--- src/rtl/uart_flag_pkg.sv ---
package uart_flag_pkg;
    typedef enum logic [2:0] {S_IDLE, S_START, S_DATA, S_PAR, S_STOP} bit_state_e;
    localparam int NFLAGS    = 3;
    localparam int FLAG_OVR  = 0;   // status bit 5
    localparam int FLAG_TEND = 1;   // status bit 6
    localparam int FLAG_ERR  = 2;   // status bit 7
    localparam int FLAG_LSB  = 5;
    localparam logic [1:0] A_DATA = 2'd0;
    localparam logic [1:0] A_STAT = 2'd1;
    localparam logic [1:0] A_CTRL = 2'd2;
endpackage

--- src/rtl/uart_flag_fifo.sv ---
module uart_flag_fifo #(
    parameter int WIDTH = 10,
    parameter int DEPTH = 16
) (
    input  logic             clk,
    input  logic             rst_n,
    input  logic             push_i,
    input  logic [WIDTH-1:0] data_i,
    input  logic             pop_i,
    output logic [WIDTH-1:0] head_o,
    output logic             empty_o,
    output logic             full_o
);
    localparam int AW = $clog2(DEPTH);

    typedef struct packed {
        logic [AW:0] wp;
        logic [AW:0] rp;
    } ptr_t;

    ptr_t q, d;
    logic [WIDTH-1:0] mem [DEPTH];

    assign empty_o = (q.wp == q.rp);
    assign full_o  = (q.wp[AW] != q.rp[AW]) && (q.wp[AW-1:0] == q.rp[AW-1:0]);
    assign head_o  = mem[q.rp[AW-1:0]];

    always_comb begin
        d = q;
        if (push_i && !full_o) d.wp = q.wp + 1'b1;
        if (pop_i && !empty_o) d.rp = q.rp + 1'b1;
    end

    always_ff @(posedge clk or negedge rst_n) begin
        if (!rst_n) q <= '0;
        else        q <= d;
    end

    always_ff @(posedge clk) begin
        if (push_i && !full_o) mem[q.wp[AW-1:0]] <= data_i;
    end

    // a push into a full FIFO is dropped
    p_no_overflow_r10: assert property (@(posedge clk) disable iff (!rst_n)
        (full_o && push_i) |=> (q.wp == $past(q.wp)));
endmodule

--- src/rtl/uart_flag_rx.sv ---
module uart_flag_rx
    import uart_flag_pkg::*;
#(
    parameter int CLKS_PER_BIT = 8
) (
    input  logic       clk,
    input  logic       rst_n,
    input  logic       en_i,
    input  logic       par_en_i,
    input  logic       par_odd_i,
    input  logic       rxd_i,
    output logic       push_o,
    output logic [7:0] data_o,
    output logic       fe_o,
    output logic       pe_o
);
    localparam int CW = $clog2(CLKS_PER_BIT) + 1;
    localparam logic [CW-1:0] LAST = CW'(CLKS_PER_BIT - 1);
    localparam logic [CW-1:0] HALF = CW'(CLKS_PER_BIT / 2 - 1);

    typedef struct packed {
        bit_state_e    st;
        logic [CW-1:0] cnt;
        logic [2:0]    idx;
        logic [7:0]    sh;
        logic          par;
    } rx_t;

    rx_t q, d;

    assign data_o = q.sh;
    assign fe_o   = ~rxd_i;
    assign pe_o   = par_en_i && ((^q.sh ^ q.par) != par_odd_i);

    always_comb begin
        d      = q;
        push_o = 1'b0;
        if (!en_i) begin
            d.st  = S_IDLE;
            d.cnt = '0;
        end else begin
            unique case (q.st)
                S_IDLE: begin
                    d.cnt = '0;
                    if (!rxd_i) d.st = S_START;
                end
                S_START: begin
                    if (q.cnt == HALF) begin
                        d.cnt = '0;
                        d.idx = '0;
                        d.st  = rxd_i ? S_IDLE : S_DATA;
                    end else d.cnt = q.cnt + 1'b1;
                end
                S_DATA: begin
                    if (q.cnt == LAST) begin
                        d.cnt = '0;
                        d.sh  = {rxd_i, q.sh[7:1]};
                        if (q.idx == 3'd7) d.st = par_en_i ? S_PAR : S_STOP;
                        else               d.idx = q.idx + 1'b1;
                    end else d.cnt = q.cnt + 1'b1;
                end
                S_PAR: begin
                    if (q.cnt == LAST) begin
                        d.cnt = '0;
                        d.par = rxd_i;
                        d.st  = S_STOP;
                    end else d.cnt = q.cnt + 1'b1;
                end
                S_STOP: begin
                    if (q.cnt == LAST) begin
                        push_o = 1'b1;
                        d.cnt  = '0;
                        d.st   = S_IDLE;
                    end else d.cnt = q.cnt + 1'b1;
                end
                default: d.st = S_IDLE;
            endcase
        end
    end

    always_ff @(posedge clk or negedge rst_n) begin
        if (!rst_n) q <= '{st: S_IDLE, default: '0};
        else        q <= d;
    end
endmodule

--- src/rtl/uart_flag_tx.sv ---
module uart_flag_tx #(
    parameter int CLKS_PER_BIT = 8
) (
    input  logic       clk,
    input  logic       rst_n,
    input  logic       en_i,
    input  logic       par_en_i,
    input  logic       par_odd_i,
    input  logic       avail_i,
    input  logic [7:0] data_i,
    output logic       pop_o,
    output logic       done_o,
    output logic       txd_o
);
    localparam int CW = $clog2(CLKS_PER_BIT) + 1;
    localparam logic [CW-1:0] LAST = CW'(CLKS_PER_BIT - 1);

    typedef struct packed {
        logic          busy;
        logic [10:0]   sh;
        logic [3:0]    left;
        logic [CW-1:0] cnt;
    } tx_t;

    tx_t q, d;

    assign txd_o = q.busy ? q.sh[0] : 1'b1;

    always_comb begin
        d      = q;
        pop_o  = 1'b0;
        done_o = 1'b0;
        if (!q.busy) begin
            if (en_i && avail_i) begin
                pop_o  = 1'b1;
                d.busy = 1'b1;
                d.cnt  = '0;
                d.sh   = {1'b1, par_en_i ? (^data_i ^ par_odd_i) : 1'b1, data_i, 1'b0};
                d.left = par_en_i ? 4'd11 : 4'd10;
            end
        end else if (q.cnt == LAST) begin
            d.cnt  = '0;
            d.sh   = {1'b1, q.sh[10:1]};
            d.left = q.left - 1'b1;
            if (q.left == 4'd1) begin
                d.busy = 1'b0;
                done_o = 1'b1;
            end
        end else d.cnt = q.cnt + 1'b1;
    end

    always_ff @(posedge clk or negedge rst_n) begin
        if (!rst_n) q <= '{sh: '1, default: '0};
        else        q <= d;
    end
endmodule

--- src/rtl/uart_flag_ctrl.sv ---
module uart_flag_ctrl
    import uart_flag_pkg::*;
#(
    parameter int CLKS_PER_BIT = 8,
    parameter int FIFO_DEPTH   = 16
) (
    input  logic       clk,
    input  logic       rst_n,
    input  logic [1:0] bus_addr,
    input  logic       bus_rd,
    input  logic       bus_wr,
    input  logic [7:0] bus_wdata,
    output logic [7:0] bus_rdata,
    input  logic       dma_wr,
    input  logic [7:0] dma_data,
    input  logic       rxd_i,
    output logic       txd_o
);
    localparam int RXW = 10;   // {framing tag, parity tag, byte}

    typedef struct packed {
        logic [NFLAGS-1:0] flags;
        logic [NFLAGS-1:0] armed;
        logic              tx_en;
        logic              rx_en;
        logic              par_en;
        logic              par_odd;
        logic [1:0]        sync;
    } ctl_t;

    ctl_t q, d;

    logic           rx_push, rx_fe, rx_pe, rx_full, rx_empty;
    logic [7:0]     rx_byte;
    logic [RXW-1:0] rx_head;
    logic           tx_pop, tx_done, tx_full, tx_empty, tx_push;
    logic [7:0]     tx_head, tx_byte;
    logic           stat_wr, stat_rd, data_rd;
    logic [NFLAGS-1:0] set_ev, clr_ev;

    assign stat_wr = bus_wr && (bus_addr == A_STAT);
    assign stat_rd = bus_rd && (bus_addr == A_STAT);
    assign data_rd = bus_rd && (bus_addr == A_DATA);
    assign tx_push = dma_wr || (bus_wr && (bus_addr == A_DATA));
    assign tx_byte = dma_wr ? dma_data : bus_wdata;

    uart_flag_rx #(.CLKS_PER_BIT(CLKS_PER_BIT)) rx_i (
        .clk(clk), .rst_n(rst_n), .en_i(q.rx_en), .par_en_i(q.par_en),
        .par_odd_i(q.par_odd), .rxd_i(q.sync[1]), .push_o(rx_push),
        .data_o(rx_byte), .fe_o(rx_fe), .pe_o(rx_pe));

    uart_flag_fifo #(.WIDTH(RXW), .DEPTH(FIFO_DEPTH)) rx_fifo_i (
        .clk(clk), .rst_n(rst_n), .push_i(rx_push), .data_i({rx_fe, rx_pe, rx_byte}),
        .pop_i(data_rd), .head_o(rx_head), .empty_o(rx_empty), .full_o(rx_full));

    uart_flag_fifo #(.WIDTH(8), .DEPTH(FIFO_DEPTH)) tx_fifo_i (
        .clk(clk), .rst_n(rst_n), .push_i(tx_push), .data_i(tx_byte),
        .pop_i(tx_pop), .head_o(tx_head), .empty_o(tx_empty), .full_o(tx_full));

    uart_flag_tx #(.CLKS_PER_BIT(CLKS_PER_BIT)) tx_i (
        .clk(clk), .rst_n(rst_n), .en_i(q.tx_en), .par_en_i(q.par_en),
        .par_odd_i(q.par_odd), .avail_i(!tx_empty), .data_i(tx_head),
        .pop_o(tx_pop), .done_o(tx_done), .txd_o(txd_o));

    always_comb begin
        set_ev            = '0;
        set_ev[FLAG_ERR]  = rx_push && (rx_fe || rx_pe);
        set_ev[FLAG_OVR]  = rx_push && rx_full;
        set_ev[FLAG_TEND] = tx_done && tx_empty;
        for (int i = 0; i < NFLAGS; i++)
            clr_ev[i] = stat_wr && !bus_wdata[FLAG_LSB+i] && q.armed[i];
        clr_ev[FLAG_TEND] = clr_ev[FLAG_TEND] || dma_wr;
    end

    always_comb begin
        d      = q;
        d.sync = {q.sync[0], rxd_i};
        for (int i = 0; i < NFLAGS; i++) begin
            if (set_ev[i])      d.flags[i] = 1'b1;
            else if (clr_ev[i]) d.flags[i] = 1'b0;
            if (stat_wr)                     d.armed[i] = 1'b0;
            else if (stat_rd && q.flags[i])  d.armed[i] = 1'b1;
        end
        if (!q.tx_en) d.flags[FLAG_TEND] = 1'b1;
        if (bus_wr && (bus_addr == A_CTRL)) begin
            d.tx_en   = bus_wdata[0];
            d.rx_en   = bus_wdata[1];
            d.par_en  = bus_wdata[2];
            d.par_odd = bus_wdata[3];
        end
    end

    always_comb begin
        unique case (bus_addr)
            A_DATA:  bus_rdata = rx_head[7:0];
            A_STAT:  bus_rdata = {q.flags, rx_head[9] & ~rx_empty, rx_head[8] & ~rx_empty,
                                  ~rx_empty, tx_full, 1'b0};
            A_CTRL:  bus_rdata = {4'b0, q.par_odd, q.par_en, q.rx_en, q.tx_en};
            default: bus_rdata = 8'h00;
        endcase
    end

    always_ff @(posedge clk or negedge rst_n) begin
        if (!rst_n) q <= '{flags: 3'b010, sync: 2'b11, default: '0};
        else        q <= d;
    end

    // a stored character with a bad stop bit raises the error flag
    p_frame_sets_err_r4: assert property (@(posedge clk) disable iff (!rst_n)
        (rx_push && rx_fe) |=> q.flags[FLAG_ERR]);
    // a parity mismatch raises the error flag
    p_parity_sets_err_r5: assert property (@(posedge clk) disable iff (!rst_n)
        (rx_push && rx_pe) |=> q.flags[FLAG_ERR]);
    // the error flag only falls after a completed handshake
    p_err_clear_handshake_r6: assert property (@(posedge clk) disable iff (!rst_n)
        $fell(q.flags[FLAG_ERR]) |-> $past(stat_wr && !bus_wdata[7] && q.armed[FLAG_ERR]));
    // transmit-end is held while the transmitter is disabled
    p_tend_held_r8: assert property (@(posedge clk) disable iff (!rst_n)
        !q.tx_en |=> q.flags[FLAG_TEND]);
    // transmit-end falls only by handshake or DMA write
    p_tend_clear_cause_r9: assert property (@(posedge clk) disable iff (!rst_n)
        $fell(q.flags[FLAG_TEND]) |->
        $past(dma_wr || (stat_wr && !bus_wdata[6] && q.armed[FLAG_TEND])));
    // a character arriving at a full receive FIFO raises overrun
    p_overrun_flag_r10: assert property (@(posedge clk) disable iff (!rst_n)
        (rx_push && rx_full) |=> q.flags[FLAG_OVR]);
endmodule

--- config.mk ---
export PLATFORM = sky130hd
export DESIGN_NAME = uart_flag_ctrl
export DESIGN_NICKNAME = d
export VERILOG_FILES = /design/src/rtl/uart_flag_pkg.sv /design/src/rtl/uart_flag_fifo.sv /design/src/rtl/uart_flag_rx.sv /design/src/rtl/uart_flag_tx.sv /design/src/rtl/uart_flag_ctrl.sv
export SDC_FILE = /design/constraint.sdc
export NUM_CORES = 1
export LEC_CHECK = 0
export ABC_CLOCK_PERIOD_IN_PS = 6400
export BUFFER_PORTS_ARGS = -buffer_cell sky130_fd_sc_hd__buf_2
export CAP_MARGIN = 20
export CELL_PAD_IN_SITES_DETAIL_PLACEMENT = 1
export CELL_PAD_IN_SITES_GLOBAL_PLACEMENT = 1
export CORE_AREA = 4 4 166 168
export DETAILED_ROUTE_END_ITERATION = 10
export DIE_AREA = 0 0 170 172
export PLACE_DENSITY = 0.91
export REMOVE_ABC_BUFFERS = 1
export SLEW_MARGIN = 20
export SYNTH_ARGS = -nofsm -noshare
export SYNTH_HDL_FRONTEND = slang
export SYNTH_SLANG_ARGS = --single-unit
--- constraint.sdc ---
create_clock -name clk -period 6.4 [get_ports clk]
set_clock_uncertainty 0.2 [all_clocks]
set_input_delay 0.64 -clock clk [delete_from_list [all_inputs] [get_ports clk]]
set_output_delay 0.64 -clock clk [all_outputs]
set_load 0.02 [all_outputs]
==> results of run 1 <==
[critical path, delay by kind of cell, from the launching register on]
kind	cells	cell delay, ps
DFF	1	890
AOI/OAI and AO/OA	3	740
buffers and inverters	2	710
and+or+nand+nor	1	640
xor gates and xnor gates	1	130
[synthesized netlist by cell type (all sizes together) (10+ instances only)]
cell / number
nand3: 10
mux2i: 17
and2: 15
buf: 17
inv: 11
nand2: 59
xnor2: 31
o21ai: 27
xor2: 18
ha: 16
clkbuf: 23
mux4: 82
dfrtp: 57
nor2: 33
mux2: 22
edfxtp: 288
a21oi: 17
dfstp: 14
and3: 10
[through the flow]
| step | hold slack, ps | total power, uW | setup WS (ps) |
|---|---|---|---|
| after floorplan | 144 | 4120 | 2280 |
| after global placement | 148 | 4500 | 2510 |
| after detailed placement | 149 | 4630 | 2210 |
| after CTS | 166 | 6970 | 1860 |
| after global routing | 166 | 7200 | 1660 |
| final | 158 | 6950 | 1880 |
[how the worst max path moves through the flow]
| stage | slack (ps) | cells past startpoint | startpoint | end |
|---|---|---|---|---|
| after CTS | 1860 | 6 | rx_fifo_i.q[0]$_DFFE_PN0P_ | bus_rdata[1] |
| after global placement | 2510 | 6 | rx_fifo_i.q[0]$_DFFE_PN0P_ | rx_fifo_i.mem[15][0]$_DFFE_PP_ |
| after global routing | 1660 | 7 | rx_fifo_i.q[0]$_DFFE_PN0P_ | bus_rdata[3] |
| after detailed placement | 2210 | 6 | rx_fifo_i.q[0]$_DFFE_PN0P_ | rx_fifo_i.mem[15][4]$_DFFE_PP_ |
| final | 1880 | 7 | rx_fifo_i.q[0]$_DFFE_PN0P_ | bus_rdata[3] |
| after floorplan | 2280 | 4 | rx_fifo_i.q[0]$_DFFE_PN0P_ | bus_rdata[3] |
[layer usage]
metal | GRT usage, % | share of wire, %
met5 | 0 | 0.037
met4 | 11.5 | 4.7
met3 | 5.85 | 8.3
met2 | 48.8 | 51
met1 | 35.8 | 36
[area by class of cell]
| type | instances | area share [%] |
|---|---|---|
| multi-input cells | 435 | 25.7 |
| repair buffers | 44 | 1.54 |
| well taps | 335 | 2.50 |
| clock inverters | 19 | 1.49 |
| inverters | 12 | 0.269 |
| clock buffers | 51 | 6.15 |
| flip-flops and latches | 359 | 62.4 |
[registers in the layout, summed over array words and instances (netlist names)]
name / cells
tx_i.q: 20
rx_i.q: 11
tx_fifo_i.mem: 128
q: 11
d: 1
tx_fifo_i.q: 10
rx_i.data_o: 8
rx_fifo_i.q: 10
rx_fifo_i.mem: 160
[cell usage in the layout (no fill, tap or decap), types with 8 or more instances in the layout]
cell type,instances
edfxtp_1,288
mux4_2,82
nand2_1,59
dfrtp_1,53
clkbuf_16,38
xnor2_1,31
buf_2,31
nor2_1,30
o21ai_0,27
mux2_2,22
xor2_1,18
a21oi_1,17
ha_1,16
and2_1,15
dfstp_2,14
mux2i_1,13
inv_1,11
buf_4,11
nand3_1,10
and3_1,10
clkbuf_1,10
nand4_1,8
a22oi_1,8
nand2b_1,8
[kinds of logic after synthesis]
| logic type | count (synthesis) |
|---|---|
| flops | 359 |
| simple gates | 178 |
| mux | 121 |
| compound gates | 70 |
| buf+inv | 52 |
| xor+xnor | 50 |
| fa+ha+maj | 16 |
[power by group through the flow]
stage          Combinational (uW)  Sequential (uW)  Clock (uW)
6_report                     1530             3140        2280
5_1_grt                      1620             3170        2410
4_1_cts                      1530             3140        2290
3_5_place_dp                 1460             3160           0
3_3_place_gp                 1370             3130           0
2_1_floorplan                1030             3090           0
[timing repair]
| item | in CTS | in global routing |
|---|---|---|
| hold endpoints to repair | 9 | 0 |
| hold buffers | 2 | 0 |
| setup buffers | 0 | 0 |
==> results.toml, run 1 <==
[run_status]
outcome = "finished, final reports clean"

[timing]
fmax_mhz = 221
worst-slew-pin-transition_ps = 1130
post-route-min-period_ps = 4520
finalHoldViolCount = 0
final-max-slew-violation-count = 0
setup_tns_ps = 0
fin_crit_sh_pct = 70.7
maxSlewHeadroom_pct = 24.8
setup_viol = 0
rsz0062_at_grt = "no"

[setup_path]
worstSetupStartpointType = "register"
crit_path_end_kind = "output port"
arrival_ps = 3680
timing.rr.end = "rx_fifo_i.mem[7][5]$_DFFE_PP_"
rr_worst_depth = 6
cp.required_ps = 5560
path_cells = "buf_4 > xor2_1 > nor4_1 > a21oi_1 > a22oi_1 > o21ai_0 > buf_2"
reg2reg_from = "rx_fifo_i.q[0]$_DFFE_PN0P_"
reg2reg_slack_ps = 2120
critPathKind = "register to output port"
critPathMaxFanout = 23
max_stage_delay_ps = 890
slowest_stage = "dfrtp_2"

[finish]
layout-drive-gt1-share_pct = 25.7
antennaDiodeCount = 0
final_util_pct = 64.6
fillCellCount = 2151
multiInputGateArea_um2 = 4300
fin_area_um2 = 16700
syn2layout_area_growth_pct = 11.9
nNetsFinal = 930
fin_cells = 1255
regArea_um2 = 10400

[yosys]
async_flop_share_pct = 19.8
synth_area_um2 = 15000
synthXorXnorAreaFrac_pct = 3.02
avgSynthCellArea_um2 = 17.7
synth_area_leaders = "edfxtp_1 58%, mux4_2 12%, dfrtp_1 9.5%"
synth.area.mux_share_pct = 15.4
synth_cell_types = 52
synth_compound_area_share_pct = 2.91
synth_top_family_by_area = "multiplexers"
seq_area_frac_synth_pct = 69.8
synthCells = 846
synth_top_area_share_pct = 57.8
yosysTopAreaCell = "edfxtp_1"
yosys.area_share.simple_pct = 5.92
synthFlopType = "edfxtp_1"
synth.ff_latch_count = 359
synthAdderAreaFrac_pct = 1.34
yosysWarnings = 0
synth-edff-count = 288

[floorplan]
fp.dieH_um = 172
start_util_pct = 57.7
ios = 33
rows = 59
die-area_um2 = 29200
core_area_um2 = 25900
die_width_um = 170

[place]
placedCellCount = 1182
hpwl_um = 23900
gp_congestion = 0.814
dpl-instance-area_um2 = 15400
io_buffers = 32

[routing]
detail-route-antenna-nets = 0
vias = 8363
wirelength_um = 40700
post_drt_wl_per_cell_um = 32.4
viasPerCell = 6.66
drc = 0
drt_iter0_markers = 1119
firstDrtPassIters = 5

[power]
pwr-share-comb_pct = 22.0
ir_worst_vdd_v = 0.000437
seq_power_share_pct = 45.2
power.density_nw_per_um2 = 415
power.switching_uw = 2140
clkPwrFrac_pct = 32.8
sw_frac_of_total_pct = 30.8
leakagePower_uw = 0.00540
p_int_uw = 4810

[global_route]
grt_max_degree = 64
grt_pass1_wl_um = 60500
grt-ovfl-total = 0
grtUsageTotal_pct = 28.4
grt_pass1_vias = 8975
grt_antenna_before_repair = 2

[cts]
clockBufferDepth = 3
clk_pin_slew_ps = 60
clk-insertion-delay-late_ps = 540
cts_num_sinks = 359
cts_max_level = 2
ctsResizeCount = 0
cts_root_buf = "clkbuf_16"
cts_buffers = 38
cts_tree = "built"

[hold_path]
holdPathStages = 0
worstHoldStart = "d[1]$_DFF_PN1_"
hold_class = "register to register"
min_to = "q[1]$_DFF_PN1_"

[job]
drv_cap = 0
Power figures use the tool's default switching activity.
==> run 2: changes to the inputs <==
- ABC_CLOCK_PERIOD_IN_PS: 6400 -> 4300
- CORE_AREA: 4 4 166 168 -> 4 4 172 174
- DIE_AREA: 0 0 170 172 -> 0 0 176 178
- PLACE_DENSITY: 0.91 -> 0.86
- clock period: 6.4 -> 4.3 ns (I/O delays scaled with it)
==> run 2 against run 1 <==
Combinational power grew 67%; sequential power up 38%; utilization is 3.7 points lower.
==> results.toml, run 2 (synthesis results as in run 1) <==
[run_status]
outcome = "finished, final reports clean"

[cts]
cts_tree = "built"
clk-insertion-delay-late_ps = 540
clk_pin_slew_ps = 60
cts_num_sinks = 359
cts_max_level = 2
ctsResizeCount = 0
cts_root_buf = "clkbuf_16"
cts_buffers = 38
clockBufferDepth = 3

[timing]
post-route-min-period_ps = 3590
maxSlewHeadroom_pct = 50.5
final-max-slew-violation-count = 0
setup_tns_ps = 0
fin_ws_ps = 707
fin_crit_sh_pct = 83.5
rsz0062_at_grt = "no"
setup_viol = 0
finalHoldViolCount = 0
fmax_mhz = 278
worst-slew-pin-transition_ps = 741

[finish]
multiInputGateArea_um2 = 4270
fillCellCount = 2483
final_util_pct = 61.0
syn2layout_area_growth_pct = 13.2
layout-drive-gt1-share_pct = 26.2
nNetsFinal = 954
fin_area_um2 = 16900
final_common_cell = "edfxtp_1"
layout_common_cells = "288 x edfxtp_1, 82 x mux4_2, 59 x nand2_1, 53 x dfrtp_1, 38 x clkbuf_16"
largest_reg_flops = 160
regArea_um2 = 10400

[floorplan]
core_area_um2 = 27800
die-area_um2 = 31300
die_width_um = 176
start_util_pct = 53.9
fp.dieH_um = 178
ios = 33
rows = 61

[power]
power.density_nw_per_um2 = 599
pwr-share-comb_pct = 25.3
power_uw = 10100
seq_power_share_pct = 42.7
ir_worst_vdd_v = 0.000362
clkPwrFrac_pct = 32.1
power.switching_uw = 3010
leakagePower_uw = 0.00551
sw_frac_of_total_pct = 29.7
p_int_uw = 7130

[setup_path]
path_cells = "buf_4 > mux4_2 > mux4_2 > mux2i_1 > o21ai_0 > buf_2"
cp.required_ps = 3670
max_stage_delay_ps = 510
crit_path_end_kind = "output port"
rr_worst_depth = 7
timing.rr.end = "rx_fifo_i.mem[11][0]$_DFFE_PP_"
arrival_ps = 2960
reg2reg_from = "rx_i.q[12]$_DFFE_PN0P_"
critPathKind = "register to output port"
critPathMaxFanout = 43
cp_num_buf_inv = 2
cpMostUsedCell = "mux4_2"
reg2reg_slack_ps = 1110
worstSetupStartpointType = "register"
cp_top_family = "multiplexers"
slowest_stage = "buf_4"

[place]
dpl-instance-area_um2 = 15600
post-place-ws_ps = 961
gp_congestion = 0.766
hpwl_um = 23900
io_buffers = 32

[hold_path]
min_to = "q[5]$_DFFE_PN0P_"
hold_class = "input port to register"
worstHoldStart = "bus_wdata[0]"
holdPathStages = 2

[routing]
wirelength_um = 37900
firstDrtPassIters = 5
drc = 0
viasPerCell = 6.17
detail-route-antenna-nets = 0
wl_met1_um = 14200
top_layer_used = "met4"
wl_met3_um = 2050
met2WireLength_um = 20700
post_drt_wl_per_cell_um = 28.7
drt_iter0_markers = 870
vias = 8159

[job]
drv_cap = 0

[global_route]
grt-ovfl-total = 0
grt_pass1_vias = 8923
grt_max_degree = 48
grtUsageTotal_pct = 25.0
grt_pass1_wl_um = 57600
grt_antenna_before_repair = 1
-- run 2: worst max path at each step --
stage,startpoint,end,slack (ps),cells past startpoint
after floorplan,rx_fifo_i.q[0]$_DFFE_PN0P_,rx_fifo_i.mem[3][0]$_DFFE_PP_,270,5
after global placement,rx_i.q[12]$_DFFE_PN0P_,rx_fifo_i.mem[11][5]$_DFFE_PP_,1130,7
after detailed placement,rx_i.q[12]$_DFFE_PN0P_,rx_fifo_i.mem[11][6]$_DFFE_PP_,960,7
after CTS,rx_fifo_i.q[0]$_DFFE_PN0P_,bus_rdata[1],700,6
after global routing,rx_fifo_i.q[0]$_DFFE_PN0P_,bus_rdata[1],570,6
final,rx_fifo_i.q[1]$_DFFE_PN0P_,bus_rdata[1],710,6
-- run 2: per-layer routing --
metal / track usage [%] / vias to the layer above
met5: 0 / -
met4: 7.08 / 0
met3: 3.94 / 78
met2: 45.7 / 313
met1: 31.3 / 4324
li1: - / 3444
-- run 2: metrics by stage --
step / cells / hold slack (ps)
2_1_floorplan: 806 / -65.6
3_3_place_gp: 1247 / 146
3_5_place_dp: 1247 / 150
4_1_cts: 1321 / 6.99
5_1_grt: 1322 / 2.24
6_report: 1322 / 30.1
-- run 2: final cells by class --
cell class | count | share of cell area [%]
Sequential cell | 359 | 61.7
Timing Repair Buffer | 68 | 2.70
Tap cell | 378 | 2.79
Clock inverter | 17 | 1.20
Inverter | 12 | 0.266
Clock buffer | 52 | 6.10
Antenna cell | 1 | 0.0148
Multi-Input combinational cell | 435 | 25.2
-- run 2: power groups by stage --
stage / clock, uW / sequential (uW) / combinational [uW]
final: 3250 / 4330 / 2560
after global routing: 3460 / 4360 / 2760
after CTS: 3300 / 4320 / 2600
after detailed placement: 0 / 4390 / 2540
after global placement: 0 / 4350 / 2420
after floorplan: 0 / 4600 / 1530
-- run 2: timing repair --
action | CTS | global route
setup buffers | 0 | 0
hold buffers | 5 | 0
hold endpoints to repair | 47 | 0
==> run 3: changes to the inputs <==
- ABC_CLOCK_PERIOD_IN_PS: 4300 -> 2930
- CORE_AREA: 4 4 172 174 -> 4 4 180 182
- DIE_AREA: 0 0 176 178 -> 0 0 184 186
- PLACE_DENSITY: 0.86 -> 0.83
- clock period: 4.3 -> 2.93 ns (I/O delays scaled with it)
==> run 3 against run 2 <==
The flow now finishes with violations (setup timing); die area increased by 9.2%; critical endpoint unchanged; via count increased by 4.9%; worst setup slack got worse by 940 ps; non-clock buffer count increased by 58; utilization decreased by 3.0 points; cell area increased by 4.7%; highest routed layer is now met5; routed wire length increased by 6.7%; critical path depth increased by 1.
==> results.toml, run 3 (synthesis results as in run 1) <==
[run_status]
outcome = "finished, violations left"
violations = "setup timing"

[timing]
fin_ws_ps = -237
hold-worst-slack_ps = 19.4
setup_viol = 8
worst-slew-pin-transition_ps = 770
maxSlewHeadroom_pct = 48.7
finalHoldViolCount = 0
fmax_mhz = 316
fin_crit_sh_pct = 108
rsz0062_at_grt = "yes"
final-max-slew-violation-count = 0
post-route-min-period_ps = 3170

[finish]
fin_cells = 1399
final_common_cell = "edfxtp_1"
fillCellCount = 2735
nNetsFinal = 1013
layout-drive-gt1-share_pct = 31.5
largest_reg_flops = 160
layout_common_cells = "288 x edfxtp_1, 82 x mux4_2, 75 x buf_4, 59 x nand2_1, 53 x dfrtp_1"
antennaDiodeCount = 0
syn2layout_area_growth_pct = 18.5

[setup_path]
critPathKind = "register to output port"
arrival_ps = 2670
reg2reg_from = "tx_fifo_i.q[0]$_DFFE_PN0P_"
startpoint = "rx_fifo_i.q[0]$_DFFE_PN0P_"
crit_path_end_kind = "output port"
critPathMaxFanout = 7
cp.required_ps = 2440
worstSetupStartpointType = "register"

[global_route]
grt-ovfl-total = 0
use_met3_pct = 4.01
grt_pass1_wl_um = 59700
grt_max_degree = 53
gr-max-usage-layer = "met2"
grt_use_met1_pct = 32.2
grtUsageTotal_pct = 23.6
grt_antenna_before_repair = 1
grt_pass1_vias = 9189
grtUsageMet2_pct = 39.6

[power]
clkPwrFrac_pct = 32.2
seq_power_share_pct = 40.0
power_uw = 15900
sw_frac_of_total_pct = 29.1
power.switching_uw = 4620
leakagePower_uw = 0.00591
p_int_uw = 11300
pwr-share-comb_pct = 27.9
ir_worst_vdd_v = 0.000757
power.density_nw_per_um2 = 896

[floorplan]
fp.dieH_um = 186
rows = 64
die_width_um = 184
die-area_um2 = 34200
ios = 33
core_area_um2 = 30600
start_util_pct = 48.9

[place]
hpwl_um = 25400
gp_congestion = 0.832
io_buffers = 32
placedCellCount = 1308

[routing]
viasPerCell = 6.12
firstDrtPassIters = 5
drt_iter0_markers = 895
post_drt_wl_per_cell_um = 28.9
drc = 0
detail-route-antenna-nets = 0
wirelength_um = 40500
vias = 8559

[hold_path]
worstHoldStart = "bus_wdata[5]"
hold_class = "input port to register"

[cts]
cts_tree = "built"
cts_root_buf = "clkbuf_16"
clockBufferDepth = 3
clk_pin_slew_ps = 60
cts_num_sinks = 359
cts_max_level = 2
cts_buffers = 39
clk-insertion-delay-late_ps = 530

[job]
drv_cap = 0
-- run 3: changes by cell type in the layout (fill, tap and decap cells not counted), moves of 2 or more --
cell,previous run,this run
a21oi_1,17,14
clkbuf_16,38,44
o21ai_1,0,3
a21oi_2,0,3
buf_6,0,2
clkbuf_1,11,7
clkinv_2,6,4
o21ai_0,27,24
a22oi_2,0,2
bufinv_16,3,6
clkinvlp_4,0,3
buf_4,31,75
a22oi_1,8,6
buf_12,1,8
-- run 3: path summary, 6_finish.rpt --
kind / cells after the start / slack, ps / to
worst min register to register: 0 / 150 / q[1]$_DFF_PN1_
worst min-delay path: 4 / 20 / q[9]$_DFFE_PN0P_
worst max-delay path: 7 / -240 / bus_rdata[1]
min in group asynchronous: 2 / 180 / tx_fifo_i.q[0]$_DFFE_PN0P_
worst max register to register: 8 / 120 / tx_i.q[17]$_DFFE_PN1P_
max in group asynchronous: 3 / 1610 / d[1]$_DFF_PN1_
-- run 3: what timing repair did --
| item | CTS | global route |
|---|---|---|
| endpoints found under the setup margin | 40 | 50 |
| resized for setup | 7 | 6 |
| hold buffers | 6 | 0 |
| gates cloned | 0 | 5 |
| endpoints found under the hold margin | 43 | 0 |
| setup buffers | 0 | 9 |
| pin swaps | 0 | 4 |
-- run 3: area by class of cell --
cell class | instances | area (um^2) | area share (%)
Timing Repair Buffer | 126 | 1080 | 6.11
Inverter | 12 | 45.0 | 0.254
Multi-Input combinational cell | 435 | 4310 | 24.3
Clock inverter | 22 | 298 | 1.68
Sequential cell | 359 | 10400 | 58.9
Clock buffer | 49 | 1050 | 5.95
Tap cell | 396 | 495 | 2.79
-- run 3: metrics by stage --
stage	TNS, ps	cell area [um^2]	setup WS [ps]	util [%]
floorplan	-166860	14800	-1100	-
global placement	0	16100	154	52.6
detailed placement	0	16100	58.4	52.6
CTS	-1620	17500	-253	57.3
global route	-2720	17700	-288	58.0
finish	-1650	17700	-237	58.0
-- run 3: metal layers --
layer	routed length [um]	share of wire (%)
met1	16100	40
met2	20100	50
met3	3080	7.6
met4	1200	3.0
met5	17	0.042
-- run 3: power by group through the flow --
| stage | Combinational [uW] | Sequential, uW | Clock (uW) |
|---|---|---|---|
| after floorplan | 2250 | 6750 | 0 |
| after global placement | 3820 | 6390 | 0 |
| after detailed placement | 4000 | 6430 | 0 |
| after CTS | 4090 | 6350 | 5170 |
| after global routing | 4730 | 6380 | 5440 |
| final | 4430 | 6350 | 5110 |
-- run 3: worst max-delay path, stage by stage, from the launching register on --
cell and delay [ps]:
dfrtp_2 380, buf_12 160, clkbuf_16 170, mux4_2 520, mux4_2 490, mux2i_1 170
o21ai_1 110, buf_2 180
